`src/rtl/brg_seq_pkg.sv`:
```
package brg_seq_pkg;

  typedef enum logic [3:0] {
    ST_IDLE,
    ST_RUN,
    ST_EMPTY_BACK,
    ST_SETTLE,
    ST_PROBE,
    ST_RETRACT,
    ST_TO_XFER,
    ST_WAIT_PICK,
    ST_HOME_BACK,
    ST_FAULT
  } seqState_t;

  // strobes from control to datapath
  typedef struct packed {
    logic clrStep;    // state changes on this edge
    logic inSettle;   // carriage stopped, waiting to probe
    logic trackPart;  // watch the part sensor
    logic clrPart;    // forget the part flag
    logic takeSample; // store the cylinder switch
    logic clrResult;  // drop the previous result
  } dpStrobe_t;

endpackage

```
`src/rtl/brg_seq_dp.sv`:
```
module brg_seq_dp
  import brg_seq_pkg::*;
#(
  parameter int SETTLE_CYC = 4,
  parameter int DEADLINE   = 10,
  parameter int PROBE_CYC  = 3
) (
  input  logic      clk,
  input  logic      rstN,
  input  dpStrobe_t strobe,
  input  logic      testPos,
  input  logic      partSense,
  input  logic      bearingSw,
  output logic      settleDone,
  output logic      deadlineHit,
  output logic      phaseDone,
  output logic      partSeen,
  output logic      bearingOk,
  output logic      resultValid
);

  localparam int STEP_MAX = (DEADLINE > PROBE_CYC) ? DEADLINE : PROBE_CYC;
  localparam int STEP_W   = $clog2(STEP_MAX + 1);
  localparam int HOLD_W   = $clog2(SETTLE_CYC + 1);

  logic [STEP_W-1:0] stepCnt;
  logic [HOLD_W-1:0] holdCnt;

  // cycles spent in the current state, saturating
  always_ff @(posedge clk) begin
    if (!rstN || strobe.clrStep) stepCnt <= '0;
    else if (stepCnt != STEP_W'(STEP_MAX)) stepCnt <= stepCnt + 1'b1;
  end

  // consecutive stopped cycles with the probe switch closed
  always_ff @(posedge clk) begin
    if (!rstN || !strobe.inSettle || !testPos) holdCnt <= '0;
    else if (holdCnt != HOLD_W'(SETTLE_CYC)) holdCnt <= holdCnt + 1'b1;
  end

  always_ff @(posedge clk) begin
    if (!rstN || strobe.clrPart) partSeen <= 1'b0;
    else if (strobe.trackPart && partSense) partSeen <= 1'b1;
  end

  always_ff @(posedge clk) begin
    if (!rstN || strobe.clrResult) begin
      bearingOk   <= 1'b0;
      resultValid <= 1'b0;
    end else if (strobe.takeSample) begin
      bearingOk   <= bearingSw;
      resultValid <= 1'b1;
    end
  end

  assign settleDone  = testPos && (holdCnt == HOLD_W'(SETTLE_CYC - 1));
  assign deadlineHit = (stepCnt == STEP_W'(DEADLINE - 1));
  assign phaseDone   = (stepCnt == STEP_W'(PROBE_CYC - 1));

endmodule

```
`src/rtl/brg_seq_ctrl.sv`:
```
module brg_seq_ctrl
  import brg_seq_pkg::*;
(
  input  logic      clk,
  input  logic      rstN,
  input  logic      xferReq,
  input  logic      homePos,
  input  logic      partSense,
  input  logic      testPos,
  input  logic      xferPos,
  input  logic      pickDone,
  input  logic      settleDone,
  input  logic      deadlineHit,
  input  logic      phaseDone,
  input  logic      partSeen,
  output dpStrobe_t strobe,
  output logic      motorRight,
  output logic      motorLeft,
  output logic      cylExtend,
  output logic      cylRetract,
  output logic      newPartReq,
  output logic      faultErr
);

  seqState_t state, nxt;
  logic      goStart;

  assign goStart = (state == ST_IDLE) && xferReq && homePos;

  always_comb begin
    nxt = state;
    unique case (state)
      ST_IDLE:       if (goStart) nxt = ST_RUN;
      ST_RUN:        if (testPos) nxt = (partSeen || partSense) ? ST_SETTLE : ST_EMPTY_BACK;
      ST_EMPTY_BACK: if (homePos) nxt = ST_IDLE;
      ST_SETTLE: begin
        if (settleDone)       nxt = ST_PROBE;
        else if (deadlineHit) nxt = ST_FAULT;
      end
      ST_PROBE: begin
        if (!testPos)       nxt = ST_FAULT;
        else if (phaseDone) nxt = ST_RETRACT;
      end
      ST_RETRACT:    if (phaseDone) nxt = ST_TO_XFER;
      ST_TO_XFER:    if (xferPos)   nxt = ST_WAIT_PICK;
      ST_WAIT_PICK:  if (pickDone)  nxt = ST_HOME_BACK;
      ST_HOME_BACK:  if (homePos)   nxt = ST_IDLE;
      default:                      nxt = ST_FAULT;
    endcase
  end

  always_ff @(posedge clk) begin
    if (!rstN) state <= ST_IDLE;
    else       state <= nxt;
  end

  always_comb begin
    strobe            = '0;
    strobe.clrStep    = (nxt != state);
    strobe.inSettle   = (state == ST_SETTLE);
    strobe.trackPart  = (state == ST_RUN);
    strobe.clrPart    = goStart;
    strobe.clrResult  = goStart;
    strobe.takeSample = (state == ST_PROBE) && testPos && phaseDone;
  end

  assign motorRight = (state == ST_RUN) || (state == ST_TO_XFER);
  assign motorLeft  = (state == ST_EMPTY_BACK) || (state == ST_HOME_BACK);
  assign cylExtend  = (state == ST_PROBE) && testPos;
  assign cylRetract = (state != ST_PROBE) && (state != ST_FAULT);
  assign newPartReq = (state == ST_EMPTY_BACK);
  assign faultErr   = (state == ST_FAULT);

endmodule

```
`src/rtl/brg_test_seq.sv`:
```
module brg_test_seq
  import brg_seq_pkg::*;
#(
  parameter int SETTLE_CYC = 4,
  parameter int DEADLINE   = 10,
  parameter int PROBE_CYC  = 3
) (
  input  logic clk,
  input  logic rstN,
  input  logic xferReq,
  input  logic homePos,
  input  logic partSense,
  input  logic testPos,
  input  logic bearingSw,
  input  logic xferPos,
  input  logic pickDone,
  output logic motorRight,
  output logic motorLeft,
  output logic cylExtend,
  output logic cylRetract,
  output logic newPartReq,
  output logic bearingOk,
  output logic resultValid,
  output logic faultErr
);

  dpStrobe_t strobe;
  logic      settleDone, deadlineHit, phaseDone, partSeen;

  brg_seq_ctrl ctrl_i (
    .clk(clk), .rstN(rstN), .xferReq(xferReq), .homePos(homePos),
    .partSense(partSense), .testPos(testPos), .xferPos(xferPos),
    .pickDone(pickDone), .settleDone(settleDone), .deadlineHit(deadlineHit),
    .phaseDone(phaseDone), .partSeen(partSeen), .strobe(strobe),
    .motorRight(motorRight), .motorLeft(motorLeft), .cylExtend(cylExtend),
    .cylRetract(cylRetract), .newPartReq(newPartReq), .faultErr(faultErr)
  );

  brg_seq_dp #(
    .SETTLE_CYC(SETTLE_CYC), .DEADLINE(DEADLINE), .PROBE_CYC(PROBE_CYC)
  ) dp_i (
    .clk(clk), .rstN(rstN), .strobe(strobe), .testPos(testPos),
    .partSense(partSense), .bearingSw(bearingSw), .settleDone(settleDone),
    .deadlineHit(deadlineHit), .phaseDone(phaseDone), .partSeen(partSeen),
    .bearingOk(bearingOk), .resultValid(resultValid)
  );

endmodule

```
`config.mk`:
```
export PLATFORM = sky130hd
export DESIGN_NAME = brg_test_seq
export DESIGN_NICKNAME = d
export VERILOG_FILES = /design/src/rtl/brg_seq_pkg.sv /design/src/rtl/brg_seq_dp.sv /design/src/rtl/brg_seq_ctrl.sv /design/src/rtl/brg_test_seq.sv
export SDC_FILE = /design/constraint.sdc
export NUM_CORES = 1
export LEC_CHECK = 0
export BUFFER_PORTS_ARGS = -buffer_cell sky130_fd_sc_hd__buf_2
export CAP_MARGIN = 20
export CORE_UTILIZATION = 50
export DETAILED_ROUTE_END_ITERATION = 16
export HOLD_SLACK_MARGIN = 0.15
export PLACE_DENSITY_LB_ADDON = 0.2
export SYNTH_ARGS = -nofsm -noshare
export SYNTH_HDL_FRONTEND = slang
export SYNTH_SLANG_ARGS = --single-unit
export TNS_END_PERCENT = 30
```
`constraint.sdc`:
```
create_clock -name clk -period 2.1 [get_ports clk]
set_clock_uncertainty 0.15 [all_clocks]
set_input_delay 0.21 -clock clk [delete_from_list [all_inputs] [get_ports clk]]
set_output_delay 0.21 -clock clk [all_outputs]
set_load 0.05 [all_outputs]
```
== Word level (Yosys, flattened, before mapping) ==
Cells that the tools add are included.
Widths: inputs -> output; s select.

* Bits in registers: 14
* Output and inout port bits: 8
* Logic and storage cells: 56

* Add/sub/neg operators: 2
* Equality and inequality tests: 17
* Multiplexer cells: 12
* Reductions and logical operators: 19

{| class="wikitable"
|+ Operators with widths
! operator !! number
|-
| $mux 4 || 10
|-
| $pmux 4 s8 || 1
|-
| $eq 4x3->1 const B || 4
|-
| $eq 4x2->1 const B || 3
|-
| $eq 4x4->1 const B || 3
|-
| $ne 4x4->1 const B || 2
|-
| $logic_and 1x1->1 || 7
|-
| $logic_or 1x1->1 || 7
|-
| $add 4x1->4 const B || 1
|-
| $eq 4x1->1 const B || 1
|-
| $logic_not 4->1 || 1
|-
| $ne 4x3->1 const B || 1
|-
| $ne 4x4->1 || 1
|-
| $add 3x1->3 const B || 1
|-
| $eq 3x2->1 const B || 1
|-
| $logic_not 1->1 || 3
|-
| $ne 3x3->1 const B || 1
|-
| $reduce_or 2->1 || 1
|-
| $mux 1 || 1
|}

== Depth between registers and ports, before layout ==
Gate-level depths: netlist of run 1.

* Word-level depth: 7
* Gate-level depth with buffers: 8
* Gate-level depth less buffers: 8

== Cells and area by module ==
From an unflattened synthesis of run 1, not the netlist that was laid out.

* Cells, all modules: 133
* Area total of the unflattened synthesis: 1104.8 um^2

{| class="wikitable"
|+ By module, submodules not included
! module !! instances !! cells each !! area each (um^2) !! sequential area each (um^2)
|-
| brg_seq_ctrl || 1 || 81 || 608.1 || 80.1
|-
| brg_seq_dp || 1 || 52 || 496.7 || 200.2
|}

== Least setup slack after synthesis of run 1 ==
OpenSTA, ideal clock, no wires.

* Path kind: register to output
* Start: reg ctrl_i.state[2]
* End: out motorRight
* Data arrival time: 1.758 ns
* Data required time: 1.740 ns
* Setup slack: -0.018 ns
* Stages on the path, launching flop included: 5
* Path through: dfxtp_1 -> buf_2 -> inv_1 -> or3_1 -> a21oi_1

* Longest elaborated chain between the ends: 2
* Elaborated cells between the ends (all ways): 3
* Those cells by class: eq/ne: 2; reduce/logical: 1

{| class="wikitable"
|+ Ends and longest elaborated chain
! item !! line !! RTL
|-
| from (decl) || brg_seq_ctrl.sv:25 || <nowiki>seqState_t state, nxt;</nowiki>
|-
| from (signal assigned) || brg_seq_ctrl.sv:54 || <nowiki>else state <= nxt;</nowiki>
|-
| $eq 4x1->1 or $eq 4x3->1 (tied branches) || brg_seq_ctrl.sv:67 || <nowiki>assign motorRight = (state == ST_RUN) || (state == ST_TO_XFER);</nowiki>
|-
| $logic_or 1x1->1 (*) || brg_seq_ctrl.sv:67 ||
|-
| to (decl) || brg_test_seq.sv:17 || <nowiki>output logic motorRight,</nowiki>
|}

Every way passes the cells marked *; elsewhere a longest branch is shown, timed or not.

== Worst setup path after layout of run 1 ==
* Start: reg ctrl_i.state[1]
* End: out motorRight

Same word-level chain as after synthesis.

==> impl_metrics.env, run 1 <==
export IMPL_status="complete, no violations"
export IMPL_slew_headroom_pct=76.6
export IMPL_fmax_ghz=0.496
export IMPL_syn_area_um2=981
export IMPL_hold_viol=0
export IMPL_die_h_um=46.3
export IMPL_finish_utilization_pct=69.0
export IMPL_critPathLaunchType="register"
export IMPL_setup_tns_ns=0
export IMPL_first_iter_violations=36
export IMPL_post_drt_wl_per_cell_um=13.3
export IMPL_drt_wl_total_mm=2.39
export IMPL_grt_pass1_vias=844
export IMPL_p_int_uw=441
export IMPL_synthSimpleGateAreaFrac_pct=34.9
export IMPL_gp_congestion=0.891
export IMPL_switching_share_pct=28.7
export IMPL_ys_types=37
export IMPL_synth_ff_latch_count=14
export IMPL_fin_crit_ns=2.02
export IMPL_path_clk_slew_ns=0.09
export IMPL_critPathKind="register to output pin"
export IMPL_dpl_hpwl_mm=1.71
export IMPL_synth_top_family_by_area="simple AND/OR/NAND/NOR gates"
export IMPL_clk_insertion_delay_late_ns=0.28
export IMPL_seqPwrFrac_pct=45.8
export IMPL_row_count=15
export IMPL_synthCells=129
export IMPL_die_width_um=46.3
export IMPL_worst_pin_slew_ns=0.349
export IMPL_dr_total_vias=1019
export IMPL_clockBufferDepth=2
export IMPL_syn_nets=144
export IMPL_ant_nets=0
export IMPL_synthAdderAreaFrac_pct=7.65
export IMPL_grt_total_usage_pct=23.2
export IMPL_area_delta_synth_final_pct=25.4
export IMPL_first_pass_iters=4
export IMPL_drive_gt1_share_pct=26.6
export IMPL_crit_slowest_cell="dfxtp_1"
export IMPL_dieArea_um2=2140
export IMPL_htreeDepth=1
export IMPL_required_ns=1.74
export IMPL_cts_setup_buffers=0
export IMPL_numPortBuffers=16
export IMPL_crit_arrival_ns=1.66
export IMPL_nNetsFinal=170
export IMPL_yosys_area_top_type="dfxtp_1"
export IMPL_placed_area_um2=1100
export IMPL_yosys_top_cells_area="dfxtp_1 29%, ha_1 7.7%, nand2_1 6.1%"
export IMPL_pin_count=17
export IMPL_report_final_slew_viol_count=0
export IMPL_muxShareOfSynthArea_pct=2.17
export IMPL_drc=0
export IMPL_ys_seq_area_share_pct=28.6
export IMPL_final_cell_area_um2=1230
export IMPL_critPathCaptureType="output pin"
export IMPL_fin_crit_sh_pct=96.0
export IMPL_yosysWarnings=0
export IMPL_maxCapViolations=0
export IMPL_power_frac_clock_pct=32.2
export IMPL_powerDensity_nw_per_um2=503
export IMPL_syn_area_per_cell_um2=7.60
export IMPL_grt_pass1_wl_mm=3.59
export IMPL_synth_compound_area_share_pct=14.0
export IMPL_cp_cell_sequence="inv_2 > or3_1 > a21oi_2 > clkbuf_4"
export IMPL_cts_sinks=14
export IMPL_hold_class="input port to register"
export IMPL_start_util_pct=55.0
export IMPL_numCtsBuffers=3
export IMPL_max_stage_delay_ns=0.49
export IMPL_diodes=0
export IMPL_coreArea_um2=1780
export IMPL_synth_xor_area_share_pct=4.46
export IMPL_antenna_found_initial=0
export IMPL_vias_per_cell=5.69
export IMPL_synth_top_area_share_pct=28.6
export IMPL_p_switching_uw=177
export IMPL_grt_max_degree=15
export IMPL_fin_total_pwr_uw=618
export IMPL_setup_viol=0
export IMPL_ir_drop_v=0.000431
export IMPL_rsz0062_at_grt="true"
export IMPL_cts_tree="done"
export IMPL_cts_root_buf="clkbuf_4"
export IMPL_gr_total_overflow=0
export IMPL_p_comb_share_pct=22.0
export IMPL_cp_max_fo=9
export IMPL_holdWs_ns=0.166
export IMPL_p_leak_uw=0.000499
power groups by stage:
stage	clock network, uW	logic [uW]	registers (uW)
detailed placement	0	117	288
global placement	0	114	288
finish	199	136	283
floorplan	0	82.0	287
global route	210	149	284
CTS	203	123	282
cells in the mapped netlist:
| master | count |
|---|---|
| inv_1 | 9 |
| a221oi_1 | 1 |
| nor2b_1 | 4 |
| nand2b_1 | 2 |
| mux2_2 | 1 |
| and4_1 | 1 |
| ha_1 | 6 |
| and3_1 | 2 |
| o22ai_1 | 1 |
| o31ai_1 | 2 |
| nor3b_2 | 1 |
| or3b_1 | 2 |
| and2_2 | 1 |
| nor3_1 | 10 |
| a32oi_1 | 2 |
| o21ai_0 | 2 |
| buf_6 | 2 |
| a21oi_1 | 9 |
| mux2i_1 | 1 |
| inv_2 | 1 |
| buf_2 | 3 |
| a31oi_1 | 1 |
| nand3_1 | 9 |
| and4bb_2 | 1 |
| a21boi_0 | 1 |
| clkbuf_2 | 1 |
| dfxtp_1 | 14 |
| or3_1 | 2 |
| nor4_1 | 1 |
| nor2_1 | 10 |
| nand4_1 | 2 |
| nor3_2 | 1 |
| xor2_1 | 2 |
| nand2_1 | 16 |
| o2111ai_1 | 1 |
| a31oi_2 | 1 |
| xnor2_1 | 3 |
logic make-up after synthesis:
kind of cell | after synthesis
simple gates | 65
compound gates | 21
buf+inv | 16
flops | 14
fa+ha+maj | 6
xor+xnor | 5
mux | 2
path summary, 6_finish.rpt:
path	slack, ns	to	start	cells after the start
worst min-delay path	0.17	dp_i.holdCnt[2]	testPos	3
worst max register to register	0.09	dp_i.stepCnt[2]	dp_i.holdCnt[0]	7
worst min register to register	0.35	dp_i.holdCnt[1]	dp_i.holdCnt[1]	2
worst max-delay path	0.08	motorRight	ctrl_i.state[1]	4
state kept, by name, summed over array words and instances, names as in the netlist:
signal            cells
dp_i.partSeen         1
dp_i.resultValid      1
dp_i.bearingOk        1
ctrl_i.state          4
dp_i.stepCnt          4
dp_i.holdCnt          3
per-stage QoR:
stage,cells,worst slack [ns]
4_1_cts,179,0.00625
6_report,179,0.0836
5_1_grt,179,-0.0366
2_1_floorplan,129,-0.0130
3_5_place_dp,170,0.0304
3_3_place_gp,170,0.0700
repair_timing:
item | CTS | global route
endpoints found under the setup margin | 1 | 7
hold buffers | 5 | 0
endpoints found under the hold margin | 6 | 0
resized for setup | 1 | 9
layout by cell type, fill, tap and decap left out, types with 2 or more instances in the layout:
| master | synthesis | layout |
|---|---|---|
| o21ai_0 | 2 | 2 |
| inv_1 | 9 | 9 |
| a32oi_1 | 2 | 2 |
| or3b_1 | 2 | 2 |
| nand2_1 | 16 | 16 |
| nor2_1 | 10 | 10 |
| nor3_1 | 10 | 10 |
| buf_4 | 0 | 5 |
| or3_1 | 2 | 2 |
| dlygate4sd3_1 | 0 | 5 |
| and3_1 | 2 | 2 |
| buf_2 | 3 | 15 |
| nand4_1 | 2 | 2 |
| nand3_1 | 9 | 8 |
| nor2b_1 | 4 | 4 |
| a21oi_1 | 9 | 8 |
| nand2b_1 | 2 | 2 |
| clkbuf_4 | 0 | 4 |
| xnor2_1 | 3 | 3 |
| dfxtp_1 | 14 | 12 |
| ha_1 | 6 | 6 |
| dfxtp_2 | 0 | 2 |
metal layers:
metal	global-route usage, %	vias to the layer above	part of all wire [%]
met1	32.0	455	44
met4	8.24	0	1.1
li1	-	501	-
met5	0	-	0
met2	36.1	59	46
met3	3.92	4	8.6
area by class of cell:
type / count / area (um2)
clock buffers: 4 / 36.3
fillers: 142 / 553
inverters: 10 / 37.5
multi-input cells: 99 / 661
flip-flops and latches: 14 / 283
well taps: 25 / 31.3
repair buffers: 27 / 181
worst max-delay path: cells and delay by family, from the launching register on:
| kind | cells | cell delay, ns |
|---|---|---|
| AOI/OAI and AO/OA | 1 | 0.12 |
| buffers and inverters | 2 | 0.38 |
| DFF | 1 | 0.49 |
| and+or+nand+nor | 1 | 0.38 |
Power figures use the tool's default switching activity.
==> inputs of run 2 (changes only) <==
ABC_AREA = 1   (was not set)
==> impl_metrics.env, run 2 <==
export IMPL_hold_class="input port to register"
export IMPL_numPortBuffers=16
export IMPL_fin_crit_sh_pct=93.8
export IMPL_cts_setup_buffers=0
export IMPL_dpl_hpwl_mm=1.86
export IMPL_pin_count=17
export IMPL_yosys_area_top_type="dfxtp_1"
export IMPL_use_met2_pct=45.0
export IMPL_clockBufferDepth=2
export IMPL_min_delay_path_depth=6
export IMPL_reg2reg_to="dp_i.stepCnt[1]"
export IMPL_first_pass_iters=4
export IMPL_ys_seq_area_share_pct=27.9
export IMPL_ys_flop_type="dfxtp_1"
export IMPL_holdWs_ns=0.201
export IMPL_cp_top_family="simple AND/OR/NAND/NOR gates"
export IMPL_r2r_setup_slack_ns=0.27
export IMPL_maxCapViolations=0
export IMPL_setup_tns_ns=0
export IMPL_drive_gt1_share_pct=19.0
export IMPL_syn_area_um2=1000
export IMPL_top_usage_layer="met2"
export IMPL_path_clk_slew_ns=0.08
export IMPL_synth_most_common_cell="nand2_1"
export IMPL_clk_insertion_delay_late_ns=0.28
export IMPL_fin_cells=209
export IMPL_crit_path_start="ctrl_i.state[1]"
export IMPL_rsz0062_at_grt="false"
export IMPL_grt_max_degree=9
export IMPL_cp_max_fo=6
export IMPL_pre_cts_slack_ns=0.283
export IMPL_drt_wl_total_mm=2.30
export IMPL_rr_worst_depth=12
export IMPL_largestRegisters="ctrl_i.state (4), dp_i.stepCnt (4), dp_i.holdCnt (3)"
export IMPL_crit_slowest_cell="dfxtp_1"
export IMPL_yosysWarnings=0
export IMPL_dp_cells=201
export IMPL_vias_per_cell=5.20
export IMPL_worst_pin_slew_ns=0.395
export IMPL_die_width_um=46.8
export IMPL_path_buf_inv=3
export IMPL_cts_sinks=14
export IMPL_cp_cell_sequence="nor2_4 > inv_1 > nor2_1 > nand2_1 > inv_1 > buf_2"
export IMPL_ant_nets=0
export IMPL_gr_total_overflow=0
export IMPL_yosys_top_cells_area="dfxtp_1 28%, nand2_1 16%, nor2_1 9.4%"
export IMPL_fin_crit_ns=1.97
export IMPL_max_stage_delay_ns=0.39
export IMPL_required_ns=1.74
export IMPL_first_iter_violations=33
export IMPL_report_final_slew_viol_count=0
export IMPL_post_drt_wl_per_cell_um=11.0
export IMPL_crit_end="cylExtend"
export IMPL_final_cell_mix="43 x nand2_1, 25 x nor2_1, 23 x inv_1"
export IMPL_status="complete, no violations"
export IMPL_coreArea_um2=1800
export IMPL_synth_ff_latch_count=14
export IMPL_dr_total_vias=1086
export IMPL_cts_root_buf="clkbuf_4"
export IMPL_powerDensity_nw_per_um2=503
export IMPL_area_delta_synth_final_pct=18.2
export IMPL_grt_pass1_vias=921
export IMPL_dieArea_um2=2190
export IMPL_drc=0
export IMPL_synth_edf_count=0
export IMPL_slew_headroom_pct=73.4
export IMPL_p_leak_uw=0.000601
export IMPL_synthArstFlopShare_pct=0
export IMPL_synth_top_area_share_pct=27.9
export IMPL_path_common_cell="inv_1"
export IMPL_synthCells=161
export IMPL_nNetsFinal=200
export IMPL_critPathCaptureType="output pin"
export IMPL_numCtsBuffers=3
export IMPL_syn_nets=176
export IMPL_use_met1_pct=25.4
export IMPL_cts_tree="done"
export IMPL_crit_arrival_ns=1.61
export IMPL_grt_pass1_wl_mm=3.66
export IMPL_worst_slack_ns=0.130
export IMPL_critPathLaunchType="register"
export IMPL_ir_drop_v=0.000489
export IMPL_ys_types=22
export IMPL_gp_congestion=0.988
export IMPL_start_util_pct=55.7
export IMPL_met3_usage_pct=3.85
export IMPL_final_common_cell="nand2_1"
export IMPL_row_count=15
export IMPL_setup_viol=0
export IMPL_fillers=184
export IMPL_r2r_start="dp_i.stepCnt[0]"
export IMPL_syn_area_per_cell_um2=6.23
export IMPL_antenna_found_initial=0
export IMPL_hold_viol=0
export IMPL_fmax_ghz=0.508
export IMPL_synth_commonest_cells="43 x nand2_1, 25 x nor2_1, 23 x inv_1"
export IMPL_diodes=0
export IMPL_grt_total_usage_pct=23.6
export IMPL_die_h_um=46.8
export IMPL_cp_num_cells=6
export IMPL_htreeDepth=1
export IMPL_critPathKind="register to output pin"
[run 2: cell count changes in the layout (fill, tap and decap cells not counted), sizes merged, moves of 3 or more]
cell / before / now
buf: 21 / 16
inv: 10 / 24
nand2: 16 / 47
nand3: 9 / 14
nor2: 10 / 31
nor2b: 4 / 0
nor3: 11 / 1
xnor2: 3 / 0
[run 2: final cells by class]
type                       instances  area [um2]  area share (%)
inverter                          24        90.1            7.59
tap                               25        31.3            2.64
multi-input combinational        122         627            52.8
timing repair buffer              20         120            10.1
sequential                        14         282            23.7
clock buffer                       4        36.3            3.06
[run 2: worst min-delay path by stage]
stage             startpoint               to
2_1_floorplan           rstN  ctrl_i.state[3]
3_3_place_gp   dp_i.partSeen    dp_i.partSeen
3_5_place_dp   dp_i.partSeen    dp_i.partSeen
4_1_cts              homePos  ctrl_i.state[3]
5_1_grt             pickDone  ctrl_i.state[3]
6_report             homePos  ctrl_i.state[3]
[run 2: per-stage QoR]
step | cell area (um2) | utilization (%) | power (uW)
3_3_place_gp | 1110 | 61.5 | 400
4_1_cts | 1180 | 65.8 | 603
2_1_floorplan | 1010 | - | 372
3_5_place_dp | 1110 | 61.5 | 403
5_1_grt | 1190 | 65.8 | 629
6_report | 1190 | 65.8 | 596
[run 2: kinds of logic (layout without fill, tap and decap cells)]
logic type | after synthesis | count (layout) | share of synthesized area, %
AOI/OAI and AO/OA | 15 | 15 | 8.10
xor gates and xnor gates | 3 | 3 | 2.62
adders and majority gates | 6 | 6 | 7.48
buffers and inverters | 25 | 48 | 10.1
DFF | 14 | 14 | 27.9
and+or+nand+nor | 98 | 98 | 43.8
[run 2: report_power, final]
part           leakage [uW]  switching, uW  internal [uW]
sequential         0.000114           12.0            275
clock             0.0000210           87.4            106
combinational      0.000466           73.6           43.0
[run 2: layer usage]
metal | share of wire [%] | up-vias
li1 | - | 550
met1 | 44 | 496
met2 | 50 | 31
met3 | 3.9 | 9
met4 | 2.5 | 0
met5 | 0 | -
[run 2: timing repair]
action / 4_1_cts / 5_1_grt
endpoints found under the hold margin: 9 / 0
hold buffers: 4 / 0
setup endpoints to repair: 0 / 1
resized for setup: 0 / 1
[run 2: worst register-to-register path, delay by kind of cell (launching register included)]
family,cells,cell delay [ns]
AND/OR/NAND/NOR,10,0.90
flip-flops,1,0.39
buffers and inverters,1,0.09
adder cells (fa/ha/maj),1,0.21
==> inputs of run 3 (changes only) <==
clock period = 2 ns   (was 2.1 ns; I/O delays follow)
==> impl_metrics.env, run 3 (synthesis gave the netlist of run 2 again) <==
export IMPL_numCtsBuffers=3
export IMPL_powerDensity_nw_per_um2=522
export IMPL_largestRegisters="ctrl_i.state (4), dp_i.stepCnt (4), dp_i.holdCnt (3)"
export IMPL_path_clk_slew_ns=0.08
export IMPL_gp_congestion=0.911
export IMPL_drc=0
export IMPL_cp_max_fo=6
export IMPL_worst_pin_slew_ns=0.364
export IMPL_cts_sinks=14
export IMPL_clk_insertion_delay_late_ns=0.27
export IMPL_nNetsFinal=200
export IMPL_grt_pass1_vias=906
export IMPL_fmax_ghz=0.534
export IMPL_coreArea_um2=1800
export IMPL_p_leak_uw=0.000601
export IMPL_area_delta_synth_final_pct=18.8
export IMPL_numPortBuffers=16
export IMPL_ant_nets=0
export IMPL_drt_wl_total_mm=2.24
export IMPL_setup_viol=0
export IMPL_grt_total_usage_pct=23.3
export IMPL_start_util_pct=55.7
export IMPL_critPathKind="register to output pin"
export IMPL_first_pass_iters=5
export IMPL_htreeDepth=1
export IMPL_fin_crit_sh_pct=93.7
export IMPL_report_final_slew_viol_count=0
export IMPL_clockBufferDepth=2
export IMPL_status="complete, no violations"
export IMPL_maxCapViolations=0
export IMPL_hold_viol=0
export IMPL_grt_pass1_wl_mm=3.59
export IMPL_slew_headroom_pct=75.5
export IMPL_critPathCaptureType="output pin"
export IMPL_dp_cells=202
export IMPL_drive_gt1_share_pct=20.1
export IMPL_rsz0062_at_grt="false"
export IMPL_required_ns=1.65
export IMPL_diodes=0
export IMPL_hold_class="input port to register"
export IMPL_post_drt_wl_per_cell_um=10.7
export IMPL_cts_root_buf="clkbuf_4"
export IMPL_first_iter_violations=26
export IMPL_ir_drop_v=0.000481
export IMPL_antenna_found_initial=0
export IMPL_die_width_um=46.8
export IMPL_cts_tree="done"
export IMPL_pin_count=17
export IMPL_fin_crit_ns=1.87
export IMPL_fin_cells=209
export IMPL_gr_total_overflow=0
export IMPL_die_h_um=46.8
export IMPL_final_cell_mix="43 x nand2_1, 24 x nor2_1, 23 x inv_1"
export IMPL_dpl_hpwl_mm=1.84
export IMPL_fin_total_pwr_uw=622
export IMPL_dieArea_um2=2190
export IMPL_vias_per_cell=4.89
export IMPL_critPathLaunchType="register"
export IMPL_finish_utilization_pct=66.2
export IMPL_grt_max_degree=9
export IMPL_dr_total_vias=1023
export IMPL_crit_arrival_ns=1.52
export IMPL_final_common_cell="nand2_1"
export IMPL_row_count=15
-- run 3: cell types whose count changed in the layout (fill, tap and decap cells not counted) --
cell / delta
nand3_1: -1
nand3_2: +1
dfxtp_1: +1
nor2_2: +1
buf_4: +1
dfxtp_2: -1
dlygate4sd3_1: -1
buf_2: -1
nor2_1: -1
clkbuf_4: +1
-- run 3: timing repair --
item	in CTS	in global routing
endpoints found under the setup margin	0	5
setup buffers	0	0
resized for setup	0	3
hold endpoints to repair	7	0
hold buffers	3	0
-- run 3: final timing paths --
kind / start / depth (start not counted) / end / slack, ns
setup / recovery: ctrl_i.state[1] / 6 / cylExtend / 0.13
hold / removal: testPos / 3 / dp_i.holdCnt[2] / 0.17
setup reg to reg: dp_i.stepCnt[0] / 12 / dp_i.stepCnt[1] / 0.25
hold reg to reg: dp_i.partSeen / 2 / dp_i.partSeen / 0.31
-- run 3: cell type report --
| type | count | area (um2) |
|---|---|---|
| clock buffers | 4 | 36.3 |
| multi-input cells | 122 | 634 |
| flip-flops and latches | 14 | 280 |
| repair buffers | 20 | 120 |
| well taps | 25 | 31.3 |
| fillers | 171 | 609 |
| inverters | 24 | 90.1 |
-- run 3: worst max-delay path, stage by stage, from the launching register on --
cell and delay, ns:
dfxtp_1 0.40, nor2_4 0.19, inv_1 0.10, nor2_2 0.14
nand2_1 0.14, inv_1 0.08, clkbuf_4 0.22
-- run 3: where the power goes --
| group | switching (uW) | leakage, uW | internal, uW | total, uW |
|---|---|---|---|---|
| logic | 78.8 | 0.000467 | 45.0 | 124 |
| registers | 12.5 | 0.000113 | 288 | 301 |
| clock network | 86.9 | 0.0000210 | 111 | 197 |
-- run 3: layer usage --
metal | part of all wire (%) | up-vias | track usage, %
met1 | 46 | 441 | 26.5
met3 | 4.4 | 4 | 3.46
met4 | 1.3 | 0 | 12.6
met5 | 0 | - | 0
met2 | 49 | 27 | 41.7
li1 | - | 551 | -
-- run 3: metrics by stage --
stage                     instance area (um2)  setup TNS (ns)  hold WS (ns)  setup WS (ns)
after floorplan                          1010          -0.438         0.148         -0.110
after global placement                   1120               0         0.285          0.239
after detailed placement                 1120               0         0.297          0.187
after CTS                                1180               0         0.163         0.0474
after global routing                     1190               0         0.166         0.0134
final                                    1190               0         0.170          0.127
